### src/rtl/leader_gate_pkg.sv
package leader_gate_pkg;

    typedef enum logic [2:0] {
        M_HUNT,
        M_HI1,
        M_LO1,
        M_HI2,
        M_LO2
    } match_st_t;

    typedef enum logic [1:0] {
        G_SEARCH,
        G_PASS,
        G_RECHECK
    } gate_st_t;

endpackage

### src/rtl/lg_sync.sv
module lg_sync #(
    parameter int STAGES = 2
) (
    input  logic clk,
    input  logic rst,
    input  logic din,
    output logic lvl,
    output logic rise,
    output logic fall
);
    localparam int TOP = STAGES - 1;

    logic [STAGES-1:0] chain;
    logic              prev;

    always_ff @(posedge clk) begin
        if (rst) begin
            chain <= '0;
            prev  <= 1'b0;
        end else begin
            chain <= {chain[STAGES-2:0], din};
            prev  <= chain[TOP];
        end
    end

    assign lvl  = chain[TOP];
    assign rise = chain[TOP] & ~prev;
    assign fall = ~chain[TOP] & prev;

endmodule

### src/rtl/lg_run_meter.sv
module lg_run_meter #(
    parameter int SYM_MIN = 285,
    parameter int SYM_MAX = 315
) (
    input  logic clk,
    input  logic rst,
    input  logic tick,
    input  logic edge_seen,
    output logic sym_ok
);
    localparam int SAT = SYM_MAX + 1;
    localparam int RW  = $clog2(SAT + 1);
    localparam logic [RW-1:0] LO_V  = RW'(SYM_MIN);
    localparam logic [RW-1:0] HI_V  = RW'(SYM_MAX);
    localparam logic [RW-1:0] SAT_V = RW'(SAT);

    logic [RW-1:0] run_len;

    // run_len holds the tick count of the level that is ending on an edge cycle
    always_ff @(posedge clk) begin
        if (rst) begin
            run_len <= '0;
        end else if (edge_seen) begin
            run_len <= tick ? RW'(1) : '0;
        end else if (tick && run_len != SAT_V) begin
            run_len <= run_len + RW'(1);
        end
    end

    assign sym_ok = (run_len >= LO_V) && (run_len <= HI_V);

endmodule

### src/rtl/lg_matcher.sv
module lg_matcher
    import leader_gate_pkg::*;
(
    input  logic      clk,
    input  logic      rst,
    input  logic      active,
    input  logic      rise,
    input  logic      fall,
    input  logic      sym_ok,
    output logic      hit,
    output match_st_t state
);
    match_st_t nxt;

    always_ff @(posedge clk) begin
        if (rst) state <= M_HUNT;
        else     state <= nxt;
    end

    always_comb begin
        nxt = state;
        if (!active) begin
            nxt = M_HUNT;
        end else begin
            unique case (state)
                M_HUNT: if (rise) nxt = M_HI1;
                M_HI1:  if (fall) nxt = sym_ok ? M_LO1 : M_HUNT;
                M_LO1:  if (rise) nxt = sym_ok ? M_HI2 : M_HI1;
                M_HI2:  if (fall) nxt = sym_ok ? M_LO2 : M_HUNT;
                M_LO2:  if (rise) nxt = sym_ok ? M_HUNT : M_HI1;
                default: nxt = M_HUNT;
            endcase
        end
    end

    always_comb begin
        hit = active && (state == M_LO2) && rise && sym_ok;
    end

endmodule

### src/rtl/lg_window.sv
module lg_window
    import leader_gate_pkg::*;
#(
    parameter int PASS_TICKS = 9800,
    parameter int END_TICKS  = 13000,
    parameter int WIN_W      = $clog2(END_TICKS + 1)
) (
    input  logic             clk,
    input  logic             rst,
    input  logic             tick,
    input  logic             leader_en,
    input  logic             carrier_ok,
    input  logic             hit,
    input  logic             lvl,
    output gate_st_t         state,
    output logic [WIN_W-1:0] win_count,
    output logic             gated_bit
);
    localparam logic [WIN_W-1:0] PASS_V = WIN_W'(PASS_TICKS);
    localparam logic [WIN_W-1:0] END_V  = WIN_W'(END_TICKS);

    gate_st_t nxt;
    logic     open_nxt;

    always_ff @(posedge clk) begin
        if (rst) state <= G_SEARCH;
        else     state <= nxt;
    end

    always_ff @(posedge clk) begin
        if (rst) begin
            win_count <= '0;
        end else if (hit || state == G_SEARCH) begin
            win_count <= '0;
        end else if (tick && win_count != END_V) begin
            win_count <= win_count + WIN_W'(1);
        end
    end

    always_comb begin
        nxt = state;
        if (!leader_en) begin
            nxt = G_SEARCH;
        end else begin
            unique case (state)
                G_SEARCH:  if (hit) nxt = G_PASS;
                G_PASS:    if (win_count >= PASS_V) nxt = G_RECHECK;
                G_RECHECK: begin
                    if (hit)                     nxt = G_PASS;
                    else if (win_count >= END_V) nxt = G_SEARCH;
                end
                default: nxt = G_SEARCH;
            endcase
        end
    end

    always_comb begin
        open_nxt = leader_en ? (nxt != G_SEARCH) : carrier_ok;
    end

    always_ff @(posedge clk) begin
        if (rst) gated_bit <= 1'b0;
        else     gated_bit <= open_nxt & lvl;
    end

endmodule

### src/rtl/leader_gate.sv
module leader_gate
    import leader_gate_pkg::*;
#(
    parameter int SYNC_STAGES = 2,
    parameter int SYM_MIN     = 285,
    parameter int SYM_MAX     = 315,
    parameter int PASS_TICKS  = 9800,
    parameter int END_TICKS   = 13000
) (
    input  logic clk,
    input  logic rst,
    input  logic tick,
    input  logic rx_bit,
    input  logic leader_en,
    input  logic carrier_ok,
    output logic gated_bit
);
    localparam int WIN_W = $clog2(END_TICKS + 1);

    logic             sync_lvl;
    logic             sync_rise;
    logic             sync_fall;
    logic             sym_ok;
    logic             leader_hit;
    logic             match_active;
    match_st_t        match_state;
    gate_st_t         gate_state;
    logic [WIN_W-1:0] win_count;

    lg_sync #(.STAGES(SYNC_STAGES)) u_sync (
        .clk  (clk),
        .rst  (rst),
        .din  (rx_bit),
        .lvl  (sync_lvl),
        .rise (sync_rise),
        .fall (sync_fall)
    );

    lg_run_meter #(.SYM_MIN(SYM_MIN), .SYM_MAX(SYM_MAX)) u_meter (
        .clk       (clk),
        .rst       (rst),
        .tick      (tick),
        .edge_seen (sync_rise | sync_fall),
        .sym_ok    (sym_ok)
    );

    assign match_active = leader_en && (gate_state != G_PASS);

    lg_matcher u_match (
        .clk    (clk),
        .rst    (rst),
        .active (match_active),
        .rise   (sync_rise),
        .fall   (sync_fall),
        .sym_ok (sym_ok),
        .hit    (leader_hit),
        .state  (match_state)
    );

    lg_window #(
        .PASS_TICKS (PASS_TICKS),
        .END_TICKS  (END_TICKS),
        .WIN_W      (WIN_W)
    ) u_win (
        .clk        (clk),
        .rst        (rst),
        .tick       (tick),
        .leader_en  (leader_en),
        .carrier_ok (carrier_ok),
        .hit        (leader_hit),
        .lvl        (sync_lvl),
        .state      (gate_state),
        .win_count  (win_count),
        .gated_bit  (gated_bit)
    );

endmodule

### config.mk
export PLATFORM = sky130hd
export DESIGN_NAME = leader_gate
export DESIGN_NICKNAME = d
export VERILOG_FILES = /design/src/rtl/leader_gate_pkg.sv /design/src/rtl/lg_sync.sv /design/src/rtl/lg_run_meter.sv /design/src/rtl/lg_matcher.sv /design/src/rtl/lg_window.sv /design/src/rtl/leader_gate.sv
export SDC_FILE = /design/constraint.sdc
export NUM_CORES = 1
export LEC_CHECK = 0
export BUFFER_PORTS_ARGS = -buffer_cell sky130_fd_sc_hd__buf_2
export CAP_MARGIN = 20
export CORE_MARGIN = 2
export CORE_UTILIZATION = 63
export CTS_BUF_LIST = sky130_fd_sc_hd__clkbuf_2 sky130_fd_sc_hd__clkbuf_4 sky130_fd_sc_hd__clkbuf_8
export DETAILED_ROUTE_END_ITERATION = 7
export PLACE_DENSITY = 0.81
export SYNTH_ARGS = -nofsm -noshare
export SYNTH_HDL_FRONTEND = slang
export SYNTH_HIERARCHICAL = 1
export SYNTH_SLANG_ARGS = --single-unit
### constraint.sdc
create_clock -name clk -period 2.8 [get_ports clk]
set_input_delay 0.56 -clock clk [delete_from_list [all_inputs] [get_ports clk]]
set_output_delay 0.56 -clock clk [all_outputs]
set_load 0.02 [all_outputs]
==> flow_summary.toml, run 1 <==
[worst_setup_path]
setup.worst_path.start = "u_meter/run_len[0]$_SDFFE_PP0P_"
crit_arrival_ns = 2.70
crit_fanout = 9
r2r-start = "u_meter/run_len[0]$_SDFFE_PP0P_"
rr_endpoint = "u_win/win_count[3]$_SDFFE_PP0P_"
crit_end = "u_win/win_count[3]$_SDFFE_PP0P_"
cp-start-kind = "flop"
ff2ff_setup_slack_ns = 0.34
worst_ep_required_time_ns = 3.04
criticalPathCategory = "flop to flop"
cp-end-kind = "flop"
r2r_cells = 10

[cells_and_area]
final_cells = 249
diodes = 0
final_nets = 228
layout-drive-gt1-share = 0.128
syn2layout_area_growth_pct = 6.03
post-route-util = 0.692

[floorplanning]
start_util = 0.652
ioPinCount = 7
die_area_um2 = 3270
coreArea_um2 = 2730
rows = 19
die_x_um = 57.2
die_y_um = 57.2

[power_and_ir_drop]
peakVddDrop_v = 0.000407
power.total_w = 0.000778
p_leak_nw = 0.627
pwr_density_cell_nw_per_um2 = 412

[yosys]
avgSynthCellArea_um2 = 8.61
synthesis.area_um2 = 1780
synth_cell_types = 58
synthFlopType = "dfxtp_1"
synthArstFlopShare = 0
synth_edf_count = 0
synth.largest_area_cell = "dfxtp_1"
yosysWarnings = 6
seq_area_frac_synth = 0.359
synth_top_area_frac = 0.359
synthTopCellsByArea = "dfxtp_1, nor2_1, ha_1, a21oi_1, o21ai_0"
yosysMostFrequentCell = "dfxtp_1"
synth_common_cells = "dfxtp_1, nor2_1, nand2_1, a21oi_1, o21ai_0"
synth_fp_nets = 218
yosys_register_bits = 32
postSynthCellCount = 207

[routing]
drc = 0
drt-total-wl_mm = 3.63
vias = 1569
wl_per_cell_um = 14.6
ant_nets = 0
dr.pass1.iters = 4
routed_via_density = 6.30
drt_iter0_drc = 99

[run_status]
status = "completed"

[sta]
slew_headroom = 0.478
setup_viol = 0
rsz0062_at_grt = "false"
post-route-period-util = 0.879
hold_violations = 0
final.setup.tns_ns = 0
finalCriticalPeriod_ns = 2.46
worst_hold_slack_ns = 0.468
drv_slew = 0
worst_pin_slew_ns = 0.775
fin_skew_ns = 0.0133
fmax_mhz = 406

[global_route]
grt_pass1_vias = 1524
grt_pass1_wl_mm = 6.40
grt_start_max_net_pins = 16
grt_antenna_before_repair = 0
grt_use_total = 0.250
gr-total-overflow = 0

[clock_tree]
postCtsHoldBufs = 0
post-cts-setup-buffer-count = 0
cts_root_buf = "clkbuf_4"
cts_made_buffers = 5
clock-sinks = 32
clk_pin_slew_ns = 0.11
clock_latency_ns = 0.35
cts_max_level = 2
post_cts_resized = 0
cts_tree = "yes"
clockBufferDepth = 2

[hold_path]
hold_path.class = "input pin to flop"

[job]
maxCapViolCount = 0

[placed_design]
place_inst = 241
hpwl_mm = 2.57
finalWeightedCongestion = 0.845
port_buffers = 6
worst min path at each step:
| stage | start | end | slack (ns) | depth (start not counted) |
|---|---|---|---|---|
| floorplan | u_sync/chain[0]$_SDFF_PP0_ | u_sync/chain[1]$_SDFF_PP0_ | 0.41 | 1 |
| global placement | u_sync/chain[0]$_SDFF_PP0_ | u_sync/chain[1]$_SDFF_PP0_ | 0.42 | 1 |
| detailed placement | u_sync/chain[0]$_SDFF_PP0_ | u_sync/chain[1]$_SDFF_PP0_ | 0.46 | 1 |
| CTS | rx_bit | u_sync/chain[0]$_SDFF_PP0_ | 0.46 | 2 |
| global route | rx_bit | u_sync/chain[0]$_SDFF_PP0_ | 0.46 | 2 |
| finish | rx_bit | u_sync/chain[0]$_SDFF_PP0_ | 0.47 | 2 |
worst max-delay path, cell delays in order (launching register included):
cell and delay [ns]:
dfxtp_1 0.50, ha_1 0.25, and3b_1 0.19, o2111ai_1 0.18, and4_1 0.27, nand3_1 0.08, nor2_1 0.19, nor2_1 0.07
o21ai_0 0.30, buf_4 0.28, nor2_1 0.06
layer usage:
| metal | vias up | track usage | wire length, um |
|---|---|---|---|
| met2 | 28 | 0.440 | 1820 |
| met3 | 8 | 0.0658 | 121 |
| li1 | 795 | - | - |
| met4 | 0 | 0.120 | 55 |
| met1 | 738 | 0.278 | 1630 |
| met5 | - | 0 | 0 |
through the flow:
step | area, um2 | setup WS (ns)
2_1_floorplan | 1780 | 0.675
3_3_place_gp | 1830 | 0.504
3_5_place_dp | 1830 | 0.410
4_1_cts | 1890 | 0.366
5_1_grt | 1890 | 0.0908
6_report | 1890 | 0.338
sequential cells by signal (all words and copies together) (netlist names):
| register | count |
|---|---|
| u_meter/run_len | 9 |
| u_win/state | 2 |
| u_win/win_count | 14 |
| u_match/state | 3 |
| u_win/gated_bit | 1 |
| u_sync/prev | 1 |
| u_sync/chain | 2 |
cell usage in the layout (no fill, tap or decap), drive strengths merged, types with 4 or more instances in the layout:
cell / count
a21oi: 10
and4: 4
buf: 7
clkbuf: 5
dfxtp: 32
ha: 5
inv: 9
mux2i: 4
nand2: 13
nand2b: 7
nand3: 8
nand4: 9
nor2: 18
nor2b: 5
nor3: 5
o21ai: 10
or2: 4
or3: 8
or4: 4
xnor2: 5
cells by family (layout without fill, tap and decap cells):
group	count (synthesis)	after routing	share of synthesized area
AO/OA/AOI/OAI	43	43	0.159
AND/OR/NAND/NOR	102	102	0.352
adder cells (fa/ha/maj)	5	5	0.0351
buffers and inverters	13	24	0.0330
multiplexers	4	4	0.0225
flip-flops	32	32	0.359
XOR/XNOR	8	8	0.0393
cell type report:
class | instances | area (um2)
multi-input cells | 162 | 1080
fillers | 222 | 843
flip-flops and latches | 32 | 641
well taps | 31 | 38.8
clock buffers | 5 | 37.5
repair buffers | 7 | 37.5
inverters | 9 | 33.8
clock inverters | 3 | 18.8
report_power, final:
part	internal [W]	switching, W	total [W]
registers	0.000460	0.00000675	0.000467
logic	0.0000183	0.0000254	0.0000437
clock network	0.0000962	0.000172	0.000268
Power figures use the tool's default switching activity.
==> run 2: changes to the inputs <==
--- a/config.mk
+++ b/config.mk
@@ -5,7 +5,7 @@
 export SDC_FILE = /design/constraint.sdc
 export NUM_CORES = 1
 export LEC_CHECK = 0
-export BUFFER_PORTS_ARGS = -buffer_cell sky130_fd_sc_hd__buf_2
+export BUFFER_PORTS_ARGS = -buffer_cell sky130_fd_sc_hd__clkbuf_2
 export CAP_MARGIN = 20
 export CORE_MARGIN = 2
 export CORE_UTILIZATION = 63
==> flow_summary.toml, run 2 (synthesis results as in run 1) <==
[power_and_ir_drop]
p_leak_nw = 0.633
power.total_w = 0.000870
peakVddDrop_v = 0.000665
pwr_density_cell_nw_per_um2 = 455

[clock_tree]
cts_made_buffers = 5
cts_max_level = 2
clockBufferDepth = 2
post_cts_resized = 0
post-cts-setup-buffer-count = 0
clock_latency_ns = 0.35
postCtsHoldBufs = 0
cts_tree = "yes"
cts_root_buf = "clkbuf_4"
clk_pin_slew_ns = 0.11
clock-sinks = 32

[floorplanning]
coreArea_um2 = 2730
die_y_um = 57.2
ioPinCount = 7
start_util = 0.652
die_x_um = 57.2
rows = 19
die_area_um2 = 3270

[worst_setup_path]
crit_fanout = 9
rr_endpoint = "u_win/win_count[5]$_SDFFE_PP0P_"
r2r-start = "u_meter/run_len[0]$_SDFFE_PP0P_"
cp-end-kind = "flop"
cp-start-kind = "flop"
ff2ff_setup_slack_ns = 0.36
worst_ep_required_time_ns = 3.03
r2r_cells = 10
path_cells = "ha_1, and3b_1, o2111ai_1, and4_1, nand3_1, nor2_1, nor2_1, o21ai_0, buf_4, a21oi_1"
cpPeakStageDelay_ns = 0.48
setup.worst_path.start = "u_meter/run_len[0]$_SDFFE_PP0P_"
path_common_cell = "nor2_1"
cp_slowest_cell = "dfxtp_1"
crit_arrival_ns = 2.67
criticalPathCategory = "flop to flop"

[sta]
fmax_mhz = 410
drv_slew = 0
post-route-period-util = 0.871
worst_pin_slew_ns = 0.831
finalCriticalPeriod_ns = 2.44
final.setup.tns_ns = 0
hold_violations = 0
slew_headroom = 0.440
rsz0062_at_grt = "false"
fin_skew_ns = 0.00623
setup_viol = 0

[routing]
routed_via_density = 6.41
vias = 1597
wl_per_cell_um = 15.0
drt_iter0_drc = 111
drt-total-wl_mm = 3.73
ant_nets = 0
drc = 0
dr.pass1.iters = 4

[global_route]
grt_antenna_before_repair = 0
grt_pass1_wl_mm = 6.46
grt_pass1_vias = 1467
gr-total-overflow = 0
grt_use_total = 0.253
grt_start_max_net_pins = 16

[hold_path]
holdPathEnd = "u_sync/chain[0]$_SDFF_PP0_"
holdCritStartpoint = "rx_bit"
hold_path.class = "input pin to flop"
holdPathStages = 2

[cells_and_area]
post-route-util = 0.700
final_common_cell = "dfxtp_1"
layout-drive-gt1-share = 0.128
diodes = 0
layout_common_cells = "dfxtp_1, nor2_1, nand2_1"
syn2layout_area_growth_pct = 7.37
top_register = "u_win/win_count"
final_nets = 228
reg_top3 = "u_win/win_count (14), u_meter/run_len (9), u_match/state (3)"
largest_reg_flops = 14
final_cells = 249

[placed_design]
finalWeightedCongestion = 0.845
hpwl_mm = 2.63
place_inst = 241
port_buffers = 6

[run_status]
status = "completed"

[job]
maxCapViolCount = 0
[run 2: cell types whose count changed in the layout (fill, tap and decap cells not counted)]
cell / previous run / this run
clkinv_4: 1 / 0
clkbuf_2: 0 / 6
clkinv_2: 2 / 1
clkinvlp_4: 0 / 1
buf_2: 6 / 0
bufinv_16: 0 / 1
[run 2: layout make-up]
type	instances	area [um2]
inverters	9	33.8
repair buffers	7	37.5
flip-flops and latches	32	641
clock inverters	3	42.5
multi-input cells	162	1080
well taps	31	38.8
fillers	228	820
clock buffers	5	37.5
[run 2: per-stage QoR]
| stage | setup slack, ns | hold WS (ns) | area (um2) |
|---|---|---|---|
| floorplan | 0.675 | 0.414 | 1780 |
| global placement | 0.504 | 0.416 | 1830 |
| detailed placement | 0.396 | 0.457 | 1830 |
| CTS | 0.385 | 0.449 | 1910 |
| global route | 0.0987 | 0.447 | 1910 |
| finish | 0.362 | 0.451 | 1910 |
[run 2: worst max-delay path, delay by kind of cell (launching register included)]
kind | cells | cell delay (ns)
simple gates | 5 | 0.79
compound gates | 3 | 0.53
flops | 1 | 0.48
buf+inv | 1 | 0.29
fa+ha+maj | 1 | 0.24
[run 2: worst max-delay path by stage]
stage | end | slack [ns] | cells after the start
after floorplan | u_win/win_count[0]$_SDFFE_PP0P_ | 0.68 | 10
after global placement | u_win/win_count[7]$_SDFFE_PP0P_ | 0.50 | 10
after detailed placement | u_win/win_count[6]$_SDFFE_PP0P_ | 0.40 | 10
after CTS | u_win/win_count[6]$_SDFFE_PP0P_ | 0.39 | 10
after global routing | u_win/win_count[6]$_SDFFE_PP0P_ | 0.1 | 10
final | u_win/win_count[5]$_SDFFE_PP0P_ | 0.36 | 10
[run 2: power breakdown]
part / switching, W / internal (W)
clock network: 0.000175 / 0.000186
logic: 0.0000250 / 0.0000181
registers: 0.00000646 / 0.000460
total: 0.000206 / 0.000664
[run 2: layer usage]
metal | share of wire | GRT usage | up-vias
li1 | - | - | 792
met1 | 0.45 | 0.305 | 745
met2 | 0.48 | 0.425 | 47
met3 | 0.040 | 0.0658 | 13
met4 | 0.027 | 0.110 | 0
met5 | 0 | 0 | -
